`config.mk`:
```
export PLATFORM = sky130hd
export DESIGN_NAME = sbuf_status
export DESIGN_NICKNAME = d
export VERILOG_FILES = /design/src/rtl/sbst_pkg.sv /design/src/rtl/sbst_busy.sv /design/src/rtl/sbst_buffer.sv /design/src/rtl/sbst_errflags.sv /design/src/rtl/sbuf_status.sv
export SDC_FILE = /design/constraint.sdc
export NUM_CORES = 1
export LEC_CHECK = 0
export BUFFER_PORTS_ARGS = -buffer_cell sky130_fd_sc_hd__buf_4
export CORE_ASPECT_RATIO = 0.75
export CORE_MARGIN = 3
export CORE_UTILIZATION = 38
export DETAILED_ROUTE_END_ITERATION = 8
export GPL_ROUTABILITY_DRIVEN = 0
export HOLD_SLACK_MARGIN = 0.08
export MAX_ROUTING_LAYER = met4
export PLACE_DENSITY = 0.86
export RECOVER_POWER = 50
export SETUP_SLACK_MARGIN = 0.2
export SYNTH_ARGS = -nofsm -noshare
export SYNTH_HDL_FRONTEND = slang
export SYNTH_SLANG_ARGS = --single-unit
```
`constraint.sdc`:
```
create_clock -name clk -period 1.18 [get_ports clk]
set_input_delay 0 -clock clk [delete_from_list [all_inputs] [get_ports clk]]
set_output_delay 0 -clock clk [all_outputs]
set_load 0.1 [all_outputs]
```
`src/rtl/sbst_pkg.sv`:
```
package sbst_pkg;
  localparam int STAT_W   = 16;
  localparam int ERR_N    = 3;
  localparam int BIT_OVR  = 0;
  localparam int BIT_PAR  = 1;
  localparam int BIT_FRM  = 2;
  localparam int BIT_FULL = 5;
  localparam int BIT_BUSY = 6;

  typedef struct packed {
    logic busy;
    logic full;
    logic [ERR_N-1:0] err;
  } sbst_flags_t;
endpackage

```
`src/rtl/sbst_busy.sv`:
```
module sbst_busy (
  input  logic clk,
  input  logic rst_n,
  input  logic trig_i,
  input  logic start_i,
  input  logic done_i,
  output logic busy_o
);
  logic busy_q, busy_d, busy_en;

  always_comb begin
    busy_en = trig_i | start_i | done_i;
    if (trig_i)       busy_d = 1'b0;
    else if (start_i) busy_d = 1'b1;
    else              busy_d = 1'b0;
  end

  always_ff @(posedge clk or negedge rst_n) begin
    if (!rst_n)       busy_q <= 1'b0;
    else if (busy_en) busy_q <= busy_d;
  end

  assign busy_o = busy_q;
endmodule

```
`src/rtl/sbst_buffer.sv`:
```
module sbst_buffer #(
  parameter int DW = 8
) (
  input  logic          clk,
  input  logic          rst_n,
  input  logic          tx_en_i,
  input  logic          rx_en_i,
  input  logic          wr_i,
  input  logic [DW-1:0] wdata_i,
  input  logic          rd_i,
  input  logic          rx_ready_i,
  input  logic [DW-1:0] rx_data_i,
  input  logic          load_done_i,
  input  logic          rx_err_i,
  input  logic          trig_i,
  output logic          full_o,
  output logic [DW-1:0] data_o,
  output logic          ovr_ev_o
);
  logic          full_q, full_d, full_en;
  logic [DW-1:0] data_q, data_d;
  logic          data_en;
  logic          tx_store, rx_store, drain, set_full;

  always_comb begin
    tx_store = wr_i & tx_en_i;
    rx_store = rx_ready_i & rx_en_i;
    drain    = (tx_en_i & load_done_i) | (rx_en_i & rd_i);
    set_full = tx_store | rx_store | rx_err_i;

    full_en = trig_i | set_full | drain;
    if (trig_i)        full_d = 1'b0;
    else if (set_full) full_d = 1'b1;
    else               full_d = 1'b0;

    data_en = tx_store | rx_store;
    data_d  = rx_store ? rx_data_i : wdata_i;

    ovr_ev_o = (tx_store & rx_store) |
               ((tx_store | rx_store) & full_q & ~drain);
  end

  always_ff @(posedge clk or negedge rst_n) begin
    if (!rst_n)       full_q <= 1'b0;
    else if (full_en) full_q <= full_d;
  end

  always_ff @(posedge clk or negedge rst_n) begin
    if (!rst_n)       data_q <= '0;
    else if (data_en) data_q <= data_d;
  end

  assign full_o = full_q;
  assign data_o = data_q;
endmodule

```
`src/rtl/sbst_errflags.sv`:
```
module sbst_errflags
  import sbst_pkg::*;
#(
  parameter bit HAS_ERR = 1'b1
) (
  input  logic             clk,
  input  logic             rst_n,
  input  logic [ERR_N-1:0] set_i,
  input  logic             clr_i,
  input  logic [ERR_N-1:0] mask_i,
  output logic [ERR_N-1:0] flags_o
);
  generate
    if (HAS_ERR) begin : g_err
      for (genvar i = 0; i < ERR_N; i++) begin : g_bit
        logic flag_q, flag_d, flag_en;
        always_comb begin
          flag_en = set_i[i] | (clr_i & mask_i[i]);
          flag_d  = set_i[i];
        end
        always_ff @(posedge clk or negedge rst_n) begin
          if (!rst_n)       flag_q <= 1'b0;
          else if (flag_en) flag_q <= flag_d;
        end
        assign flags_o[i] = flag_q;
      end
    end else begin : g_noerr
      logic unused_inputs;
      assign unused_inputs = ^{clk, rst_n, set_i, clr_i, mask_i};
      assign flags_o = '0;
    end
  endgenerate
endmodule

```
`src/rtl/sbuf_status.sv`:
```
module sbuf_status
  import sbst_pkg::*;
#(
  parameter int DW      = 8,
  parameter bit HAS_ERR = 1'b1
) (
  input  logic              clk,
  input  logic              rst_n,
  input  logic              tx_en,
  input  logic              rx_en,
  input  logic              cpu_wr,
  input  logic [DW-1:0]     cpu_wdata,
  input  logic              cpu_rd,
  input  logic              rx_ready,
  input  logic [DW-1:0]     rx_data,
  input  logic              chan_trig,
  input  logic              sh_start,
  input  logic              sh_load_done,
  input  logic              sh_done,
  input  logic              par_err,
  input  logic              frm_err,
  input  logic              err_clr,
  input  logic [ERR_N-1:0]  err_clr_mask,
  output logic [STAT_W-1:0] status,
  output logic [DW-1:0]     buf_data
);
  sbst_flags_t      flags;
  logic             ovr_ev, rx_err_ev;
  logic [ERR_N-1:0] err_set;

  assign rx_err_ev = rx_en & (par_err | frm_err);

  always_comb begin
    err_set          = '0;
    err_set[BIT_OVR] = ovr_ev;
    err_set[BIT_PAR] = rx_en & par_err;
    err_set[BIT_FRM] = rx_en & frm_err;
  end

  sbst_busy u_busy (
    .clk     (clk),
    .rst_n   (rst_n),
    .trig_i  (chan_trig),
    .start_i (sh_start),
    .done_i  (sh_done),
    .busy_o  (flags.busy)
  );

  sbst_buffer #(.DW(DW)) u_buf (
    .clk         (clk),
    .rst_n       (rst_n),
    .tx_en_i     (tx_en),
    .rx_en_i     (rx_en),
    .wr_i        (cpu_wr),
    .wdata_i     (cpu_wdata),
    .rd_i        (cpu_rd),
    .rx_ready_i  (rx_ready),
    .rx_data_i   (rx_data),
    .load_done_i (sh_load_done),
    .rx_err_i    (rx_err_ev),
    .trig_i      (chan_trig),
    .full_o      (flags.full),
    .data_o      (buf_data),
    .ovr_ev_o    (ovr_ev)
  );

  sbst_errflags #(.HAS_ERR(HAS_ERR)) u_err (
    .clk     (clk),
    .rst_n   (rst_n),
    .set_i   (err_set),
    .clr_i   (err_clr),
    .mask_i  (err_clr_mask),
    .flags_o (flags.err)
  );

  always_comb begin
    status             = '0;
    status[BIT_BUSY]   = flags.busy;
    status[BIT_FULL]   = flags.full;
    status[ERR_N-1:0]  = flags.err;
  end
endmodule

```
==> results.json <==
{
  "clkSinkCount": 13,
  "finalInstanceArea_sq_mm": 0.00144,
  "worst-path-buf-inv": 1,
  "setup_total_negative_slack_ns": -0.0295,
  "htree_num_levels": 1,
  "syn_inst": 75,
  "ys_warn_count": 0,
  "switching_component_of_the_power_w": 0.000946,
  "cp_slowest_cell": "sky130_fd_sc_hd__dfrtp_1",
  "finalWorstPathRequiredPeriod_ns": 1.21,
  "final_common_cell": "sky130_fd_sc_hd__buf_4",
  "min_path_type": "in -> reg",
  "detail_route.wirelength_mm": 3.05,
  "clk_latency_ns": 0.29,
  "timing.clock.skew_ns": 0.0000188,
  "antenna_found_initial": 0,
  "cts_tree": "done",
  "timing.slew.headroom": 0.520,
  "final_core_util": 0.814,
  "place.port_buffers": 45,
  "ant_nets": 0,
  "criticalPathCategory": "reg -> reg",
  "syn2layout_area_growth_pct": 97.6,
  "setup_repair_after_global_routing_missed_its_margin": "true",
  "core_sq_mm": 0.00177,
  "vias": 841,
  "failed_checks": "setup timing",
  "slew_viol_final": 0,
  "grt_start_max_net_pins": 14,
  "grt_remaining_overflow": 0,
  "clk_pin_slew_ns": 0.10,
  "syn_area_per_cell_sq_um": 9.74,
  "most-common-layout-cells": "sky130_fd_sc_hd__buf_4, sky130_fd_sc_hd__dlygate4sd3_1, sky130_fd_sc_hd__nand2_1, sky130_fd_sc_hd__conb_1",
  "timing.critical_path.required_ns": 1.36,
  "grt_pass1_vias": 917,
  "area_leader_netlist": "sky130_fd_sc_hd__dfrtp_1",
  "setup_slack_ns": -0.0295,
  "die_height_um": 44.0,
  "pwr-share-comb": 0.548,
  "starting_density_of_the_core": 0.412,
  "drt_drc_violations_left": 0,
  "syn_area_sq_um": 731,
  "worstPathArrival_ns": 1.39,
  "cts_buffers": 3,
  "drv.max_cap_violation_count": 0,
  "cellLeakagePower_nw": 0.706,
  "run_status": "complete, but fails checks",
  "antenna_diode_instance_count": 0,
  "tightest_slew_ns": 0.720,
  "synth_largest_type_area_fraction": 0.445,
  "die_area_sq_mm": 0.00249,
  "critPathMaxFanout": 3,
  "per_cell_via_count_in_the_routed_design": 5.01,
  "power.density_cell_area_mw_per_mm2": 1340,
  "chain_of_cells_forming_the_critical_path": "a21boi_4 > buf_4 > nand2_1 > a31oi_1",
  "synth.area.top_cells": "sky130_fd_sc_hd__dfrtp_1, sky130_fd_sc_hd__buf_4, sky130_fd_sc_hd__mux2i_1",
  "io-pin-count": 57,
  "max_stage_delay_ns": 0.43,
  "ctsLongestPathBuffers": 2,
  "nNetsFinal": 180,
  "switching_share": 0.488,
  "critPathCaptureType": "flip-flop",
  "sequential_power_share": 0.301,
  "grt_util_overall": 0.240,
  "peakVddDrop_mv": 0.972,
  "cp_top_family": "compound AO/OA/AOI/OAI gates",
  "cellInternalPower_w": 0.000993,
  "setup-violations-final": 1,
  "num_rows": 13,
  "drt_iter0_drc": 50,
  "drt_pre_antenna_iters": 4,
  "fmaxAchievable_ghz": 0.827,
  "drive_gt1_frac": 0.411,
  "clock-root-buffer": "sky130_fd_sc_hd__clkbuf_4",
  "ys_seq_area_frac": 0.445,
  "hold_viol": 0,
  "die_w_um": 56.6,
  "worst_setup_path_start_kind": "flip-flop",
  "synth.lib_cells_used.distinct": 18,
  "avgRoutedWirePerCell_um": 18.2,
  "dp_hpwl_mm": 1.52,
  "grt_pass1_wl_mm": 4.22,
  "synth-seq-cells": 13,
  "fin_crit_sh": 1.02,
  "clkPwrFrac": 0.152,
  "detailed_place.area_sq_mm": 0.00104
}
what timing repair did:
| action | 4_1_cts | 5_1_grt |
|---|---|---|
| resized for setup | 8 | 16 |
| hold endpoints to repair | 26 | 0 |
| hold buffers | 28 | 0 |
| setup buffers | 0 | 1 |
| endpoints found under the setup margin | 9 | 11 |
path summary, 6_finish.rpt:
| check | slack (ns) | startpoint | depth (start not counted) | endpoint |
|---|---|---|---|---|
| setup / recovery | -0.03 | u_buf.full_o | 4 | u_buf.full_o |
| hold reg to reg | 0.52 | u_err.g_err.g_bit[1].flag_q | 1 | u_err.g_err.g_bit[1].flag_q |
| max in group asynchronous | 0.34 | rst_n | 2 | u_buf.data_o[4] |
| hold / removal | 0.14 | cpu_wr | 3 | u_err.g_err.g_bit[0].flag_q |
| min in group asynchronous | 0.29 | rst_n | 2 | u_buf.data_o[5] |
| setup reg to reg | -0.03 | u_buf.full_o | 4 | u_buf.full_o |
cell type report:
cell class / instances / area, sq um
clock buffer: 4 / 26.3
fill: 85 / 329
inverter: 2 / 7.51
multi-input combinational: 52 / 317
sequential: 13 / 355
tap: 22 / 27.5
timing repair buffer: 75 / 711
worst register-to-register path: stages (launching register included):
cell                       delay, ns
sky130_fd_sc_hd__dfrtp_1        0.43
sky130_fd_sc_hd__a21boi_4       0.20
sky130_fd_sc_hd__buf_4          0.12
sky130_fd_sc_hd__nand2_1        0.07
sky130_fd_sc_hd__a31oi_1        0.28
power by group through the flow:
stage	logic (W)	clock network [W]	registers, W
floorplan	0.000439	0	0.000844
global placement	0.000866	0	0.000561
detailed placement	0.000876	0	0.000567
CTS	0.000975	0.000279	0.000564
global route	0.00109	0.000322	0.000590
finish	0.00106	0.000294	0.000583
stage by stage:
step	cells	setup slack (ns)	hold WS (ns)	total power [W]
finish	168	-0.0295	0.140	0.00194
global route	168	-0.0724	0.124	0.00200
CTS	167	0.120	0.0561	0.00182
detailed placement	135	0.131	-0.148	0.00144
global placement	135	0.177	-0.147	0.00143
floorplan	85	0.188	-0.296	0.00128
flip-flops by register name, indices dropped and copies added, names as in the netlist:
signal / count
u_busy.busy_o: 1
u_buf.data_o: 8
u_err.g_err.g_bit.flag_q: 3
u_buf.full_o: 1
metal layers:
layer  global-route usage  routed length (um)
met2                0.429                1620
met4                0.171                 157
met3               0.0774                 216
met1                0.216                1060
met5                    -                   0
synthesized netlist by cell type:
master	count
sky130_fd_sc_hd__a31oi_1	1
sky130_fd_sc_hd__inv_1	2
sky130_fd_sc_hd__o31ai_1	1
sky130_fd_sc_hd__nor3b_1	1
sky130_fd_sc_hd__o21ai_1	8
sky130_fd_sc_hd__a21oi_1	1
sky130_fd_sc_hd__a32o_1	1
sky130_fd_sc_hd__a221o_1	1
sky130_fd_sc_hd__nand2_2	2
sky130_fd_sc_hd__buf_4	18
sky130_fd_sc_hd__a22o_1	2
sky130_fd_sc_hd__and2_1	1
sky130_fd_sc_hd__nand2_1	12
sky130_fd_sc_hd__mux2i_1	8
sky130_fd_sc_hd__a21boi_1	1
sky130_fd_sc_hd__nor2_1	1
sky130_fd_sc_hd__conb_1	1
sky130_fd_sc_hd__dfrtp_1	13
cells by family after synthesis:
logic type,count (synthesis),share of synthesized area
buf+inv,20,0.195
simple gates,17,0.103
compound gates,16,0.142
flops,13,0.445
mux,8,0.110
other cells,1,0.00513
Note: power is estimated with default switching activity, not from simulation.
